File: config.mk
export PLATFORM = sky130hd
export DESIGN_NAME = link_pattern_unit
export DESIGN_NICKNAME = d
export VERILOG_FILES = /design/src/rtl/lpu_pkg.sv /design/src/rtl/lpu_ctrl.sv /design/src/rtl/lpu_gen.sv /design/src/rtl/lpu_check.sv /design/src/rtl/link_pattern_unit.sv
export SDC_FILE = /design/constraint.sdc
export NUM_CORES = 1
export LEC_CHECK = 0
export BUFFER_PORTS_ARGS = -buffer_cell sky130_fd_sc_hd__buf_4
export CAP_MARGIN = 30
export CORE_MARGIN = 1
export CORE_UTILIZATION = 51
export DETAILED_ROUTE_END_ITERATION = 16
export PLACE_DENSITY = 0.86
export SLEW_MARGIN = 20
export SYNTH_ARGS = -nofsm -noshare
export SYNTH_HDL_FRONTEND = slang
export SYNTH_SLANG_ARGS = --single-unit
File: constraint.sdc
create_clock -name clk -period 10 [get_ports clk]
set_clock_uncertainty 0.2 [all_clocks]
set_input_delay 1 -clock clk [delete_from_list [all_inputs] [get_ports clk]]
set_output_delay 1 -clock clk [all_outputs]
set_load 0.01 [all_outputs]
File: src/rtl/lpu_pkg.sv
package lpu_pkg;
    localparam int FRAME_W  = 120;
    localparam int HDR_W    = 4;
    localparam int PAY_W    = FRAME_W - HDR_W;
    localparam int CTR_W    = 30;
    localparam int CTR_LO_W = 26;
    localparam int PRBS_W   = 7;
    localparam int PRBS_REP = 16;
    localparam int PC_W     = $clog2(PAY_W + 1);

    localparam logic [HDR_W-1:0]  HDR_VAL   = 4'b0101;
    localparam logic [PAY_W-1:0]  FIXED_PAY = 116'hAAA_BBBB_AAAA_BBBB_AAAA_BBBB_AAAA_BB;
    localparam logic [PRBS_W-1:0] PRBS_SEED = 7'h7F;

    typedef enum logic [1:0] {
        MODE_FIXED = 2'd0,
        MODE_COUNT = 2'd1,
        MODE_PRBS  = 2'd2
    } mode_e;

    function automatic logic [PRBS_W-1:0] prbs_step(input logic [PRBS_W-1:0] s);
        return {s[PRBS_W-2:0], s[6] ^ s[5]};
    endfunction

    function automatic logic [PC_W-1:0] ones_in(input logic [PAY_W-1:0] v);
        logic [PC_W-1:0] n;
        n = '0;
        for (int i = 0; i < PAY_W; i++) n = n + PC_W'(v[i]);
        return n;
    endfunction
endpackage

File: src/rtl/lpu_ctrl.sv
module lpu_ctrl
    import lpu_pkg::*;
(
    input  logic       clk,
    input  logic       rst_n,
    input  logic [1:0] pat_sel,
    output mode_e      mode_q,
    output logic       chk_en
);
    mode_e state_q, state_d;

    // Next-state: every state goes to the mode named by pat_sel
    always_comb begin
        state_d = state_q;
        unique case (state_q)
            MODE_FIXED, MODE_COUNT, MODE_PRBS: begin
                unique case (pat_sel)
                    2'b01:   state_d = MODE_COUNT;
                    2'b10:   state_d = MODE_PRBS;
                    default: state_d = MODE_FIXED;
                endcase
            end
            default: state_d = MODE_FIXED;
        endcase
    end

    always_ff @(posedge clk) begin
        if (!rst_n) state_q <= MODE_FIXED;
        else        state_q <= state_d;
    end

    // Output decode
    always_comb begin
        chk_en = 1'b0;
        unique case (state_q)
            MODE_FIXED: chk_en = 1'b1;
            MODE_COUNT: chk_en = 1'b0;
            MODE_PRBS:  chk_en = 1'b0;
            default:    chk_en = 1'b0;
        endcase
    end

    assign mode_q = state_q;
endmodule

File: src/rtl/lpu_gen.sv
module lpu_gen
    import lpu_pkg::*;
(
    input  logic               clk,
    input  logic               rst_n,
    input  mode_e              mode,
    output logic [FRAME_W-1:0] frame
);
    localparam int PRBS_SPAN = PRBS_W * PRBS_REP;

    logic [CTR_W-1:0]     ctr_q;
    logic [PRBS_W-1:0]    prbs_q;
    logic [PRBS_SPAN-1:0] prbs_rep;
    logic [PAY_W-1:0]     ctr_pay, prbs_pay;

    always_ff @(posedge clk) begin
        if (!rst_n) begin
            ctr_q  <= '0;
            prbs_q <= PRBS_SEED;
        end else begin
            ctr_q  <= ctr_q + 1'b1;
            prbs_q <= prbs_step(prbs_q);
        end
    end

    for (genvar k = 0; k < PRBS_REP; k++) begin : g_rep
        assign prbs_rep[k*PRBS_W +: PRBS_W] = prbs_q;
    end

    assign ctr_pay  = {ctr_q[CTR_LO_W-1:0], ctr_q, ctr_q, ctr_q};
    assign prbs_pay = {{(PAY_W-PRBS_SPAN){1'b0}}, prbs_rep};

    always_comb begin
        frame = {HDR_VAL, FIXED_PAY};
        unique case (mode)
            MODE_FIXED: frame = {HDR_VAL, FIXED_PAY};
            MODE_COUNT: frame = {HDR_VAL, ctr_pay};
            MODE_PRBS:  frame = {HDR_VAL, prbs_pay};
            default:    frame = {HDR_VAL, FIXED_PAY};
        endcase
    end
endmodule

File: src/rtl/lpu_check.sv
module lpu_check
    import lpu_pkg::*;
#(
    parameter int ERR_W = 16
) (
    input  logic               clk,
    input  logic               rst_n,
    input  logic               chk_en,
    input  logic [FRAME_W-1:0] rx_frame,
    input  logic               rx_valid,
    input  logic               err_clear,
    output logic [ERR_W-1:0]   err_count
);
    logic [ERR_W-1:0] err_q;
    logic [PC_W-1:0]  miss;
    logic [ERR_W:0]   sum;

    assign miss = ones_in(rx_frame[PAY_W-1:0] ^ FIXED_PAY);
    assign sum  = {1'b0, err_q} + (ERR_W+1)'(miss);

    always_ff @(posedge clk) begin
        if (!rst_n)                 err_q <= '0;
        else if (err_clear)         err_q <= '0;
        else if (chk_en && rx_valid) err_q <= sum[ERR_W] ? '1 : sum[ERR_W-1:0];
    end

    assign err_count = err_q;
endmodule

File: src/rtl/link_pattern_unit.sv
module link_pattern_unit
    import lpu_pkg::*;
#(
    parameter int ERR_W = 16
) (
    input  logic           clk,
    input  logic           rst_n,
    input  logic [1:0]     pat_sel,
    output logic [119:0]   tx_frame,
    input  logic [119:0]   rx_frame,
    input  logic           rx_valid,
    input  logic           err_clear,
    output logic [ERR_W-1:0] err_count
);
    mode_e mode_q;
    logic  chk_en;

    lpu_ctrl i_ctrl (
        .clk(clk), .rst_n(rst_n), .pat_sel(pat_sel),
        .mode_q(mode_q), .chk_en(chk_en)
    );

    lpu_gen i_gen (
        .clk(clk), .rst_n(rst_n), .mode(mode_q), .frame(tx_frame)
    );

    lpu_check #(.ERR_W(ERR_W)) i_check (
        .clk(clk), .rst_n(rst_n), .chk_en(chk_en), .rx_frame(rx_frame),
        .rx_valid(rx_valid), .err_clear(err_clear), .err_count(err_count)
    );
endmodule

==> summary.md <==
| Metric | Value |
|---|---|
| Placed instance area | `8700 um2` |
| Num CTS Buffers | `5` |
| # diodes | `0` |
| Worst R2R Setup Slack | `7.64 ns` |
| Post-Layout Inst Area | `8860 um2` |
| Via density | `5.05` |
| Adder-Cell Fraction of Synth Area | `36.8%` |
| Synth Warn # | `0` |
| R2r endpoint | `i_check.err_count[14]$_SDFFE_PP0P_` |
| Routed length per placed instance | `14.6 um` |
| Critical path origin | `rx_frame[0]` |
| Post-synthesis cell count | `810` |
| Root Buffer | `clkbuf_16` |
| # rows | `41` |
| Slew margin rel. | `32.1%` |
| Worst-skew pair later-pin latency | `0.30 ns` |
| Fillers | `1,022` |
| Die width | `117 um` |
| Setup violations, final | `0` |
| Slew Viols, Final | `0` |
| # DRC | `0` |
| Crit end category | `register` |
| Seq cells post-synth | `55` |
| Worst path arrival time | `8.96 ns` |
| Worst reg2reg path startpoint | `i_check.err_count[0]$_SDFFE_PP0P_` |
| CP Launch Type | `input pin` |
| Top achievable clock speed | `111 MHz` |
| Most frequent cells in the layout | `buf_4, inv_1, nand2_1` |
| Worst Tran Pin Value | `1.02 ns` |
| Via count | `6,163` |
| Register area share after synthesis | `16.4%` |
| Post-CTS setup buffers | `0` |
| Top cell type's share of synthesized area | `31.3%` |
| Outcome | `complete, no violations` |
| Placer Congestion | `0.969` |
| Crit-path max FO | `5` |
| Max-Cap Viols | `0` |
| First-pass GRT wire length | `27,700 um` |
| 1st-iter DRT viols | `470` |
| Share of cells above drive strength 1 | `26.6%` |
| Post-synthesis simple-gate area fraction | `21.8%` |
| Unrepaired setup endpoints after global routing | `false` |
| H-tree Lvls | `2` |
| Post_cts resized | `0` |
| ANT nets after route | `0` |
| Worst Reg-to-Reg Cells | `7` |
| Critical Path End | `i_check.err_count[14]$_SDFFE_PP0P_` |
| Die area | `13,600 um2` |
| Synth unique cells | `56` |
| PortBufs | `253` |
| Hold slack | `0.226 ns` |
| Largest family of logic cells by synthesized area | `adder cells` |
| Largest net degree at the start of global routing | `43` |
| NumNets Final | `1,307` |
| Setup tns final | `0 ns` |
| Post-route clock period utilization | `89.9%` |
| Synth-to-layout area growth | `32.1%` |
| Synth Area in Compound Gates | `6.92%` |
| Remaining Overflow, GRT | `0` |
| Multiplexer share of the synthesized area | `0.597%` |
| Worst-path clk slew | `0.07 ns` |
| Antenna violations before repair | `0` |
| Final Util | `69.6%` |
| HPWL Detailed | `14,900 um` |
| Min Tclk post-route | `8.99 ns` |
| Total GRT Usage | `26.6%` |
| CTS Buffer Depth | `2` |
| Core area | `12,700 um2` |
| Ys async rst share | `0%` |
| Final hold vios | `0` |
| Die height | `117 um` |
| CTS tree | `built` |
| Initial Utilization | `52.7%` |
| EDFF count, synth | `0` |
| Clock Sinks | `55` |
| WL final | `17,800 um` |
| DRT Pass-1 Iters | `5` |
| Area contributors post-synth | `fa_1, dfxtp_1, inv_1` |
| Synth Flop Type | `dfxtp_1` |
| Synthesized cell area | `6710 um2` |
| Hold Crit Class | `register to register` |
| Synth Area in XOR/XNOR | `4.44%` |
| Leading area contributor after synthesis | `fa_1` |
| Worst Path Required | `9.97 ns` |
| Hold path start | `i_gen.prbs_q[4]$_SDFF_PN1_` |
| Critical path type | `input pin to register` |
| Most common cell after layout, fill and taps aside | `buf_4` |
| IO Pins | `262` |
| Avg Inst Size Synth | `8.28 um2` |
| Vias in the first global route | `5,938` |
| Hold Buf Count CTS | `0` |
## state kept, by name (all words and copies together), names as in the netlist
signal             flops
i_check.err_count     16
i_gen.ctr_q           30
i_ctrl.mode_q          2
i_gen.prbs_q           7
## cells in the mapped netlist (3+ instances only)
master      n
a21boi_0   15
and4_1      7
nand3_1    17
nand2b_1    7
a21oi_1    15
o221a_2     5
nor3b_1     3
nor2b_1     9
dfxtp_1    55
and2_1     33
clkbuf_1   17
nor2_1     12
and3_1      3
o21ai_0    12
a211oi_1    3
nor3_1      5
ha_1       29
inv_1     195
xnor2_1    25
buf_4       6
fa_1      105
mux2i_1     4
nand4_1     9
nor4bb_1    3
nand2_1   164
a21boi_1    5
xor2_1      9
## per-stage QoR
step	instances	worst slack, ns
6_report	1220	1.01
5_1_grt	1220	0.506
4_1_cts	1218	0.960
3_5_place_dp	1210	0.672
3_3_place_gp	1209	0.786
2_1_floorplan	812	1.29
## cell families after synthesis
kind of cell,after synthesis
adder cells (fa/ha/maj),134
other,2
multiplexers,4
flip-flops,55
AND/OR/NAND/NOR,291
buffers and inverters,223
XOR/XNOR,34
AO/OA/AOI/OAI,67
## layout make-up
class / count / area [um2] / share of cell area, %
clock buffer: 6 / 129 / 1.45
timing repair buffer: 256 / 1930 / 21.8
inverter: 195 / 732 / 8.26
multi-input combinational: 534 / 4740 / 53.5
clock inverter: 2 / 12.5 / 0.141
tap: 172 / 215 / 2.43
sequential: 55 / 1100 / 12.4
## critical path, stage by stage
cell	delay, ns
buf_4	0.08
inv_1	0.03
ha_1	0.26
inv_1	0.04
fa_1	0.48
inv_1	0.06
fa_1	0.54
fa_1	0.45
fa_1	0.51
inv_1	0.07
fa_1	0.54
fa_1	0.45
fa_1	0.49
fa_1	0.53
fa_1	0.43
fa_1	0.42
fa_1	0.42
nor2b_1	0.13
o21ai_0	0.09
a21boi_0	0.29
or4b_1	0.16
nand3_1	0.09
ha_1	0.32
o21a_1	0.17
o211ai_1	0.15
nor2_1	0.29
nor4bb_1	0.35
a211oi_1	0.12
## how the worst min path moves through the flow
stage | end | cells past startpoint
after floorplan | i_gen.prbs_q[5]$_SDFF_PN1_ | 1
after global placement | i_gen.prbs_q[5]$_SDFF_PN1_ | 1
after detailed placement | i_gen.prbs_q[5]$_SDFF_PN1_ | 1
after CTS | i_gen.prbs_q[5]$_SDFF_PN1_ | 1
after global routing | i_gen.prbs_q[5]$_SDFF_PN1_ | 1
final | i_gen.prbs_q[5]$_SDFF_PN1_ | 1
## layer usage
layer	vias to the layer above	track usage, %	wire, um
met5	-	0	0
met4	0	13.1	770
met3	50	7.01	1390
met2	289	49.5	9370
met1	2919	27.6	6280
li1	2905	-	-
Power is left out: the tool's default activity adds up to more than one toggle a clock period on the data nets, which glitch-free logic cannot reach.
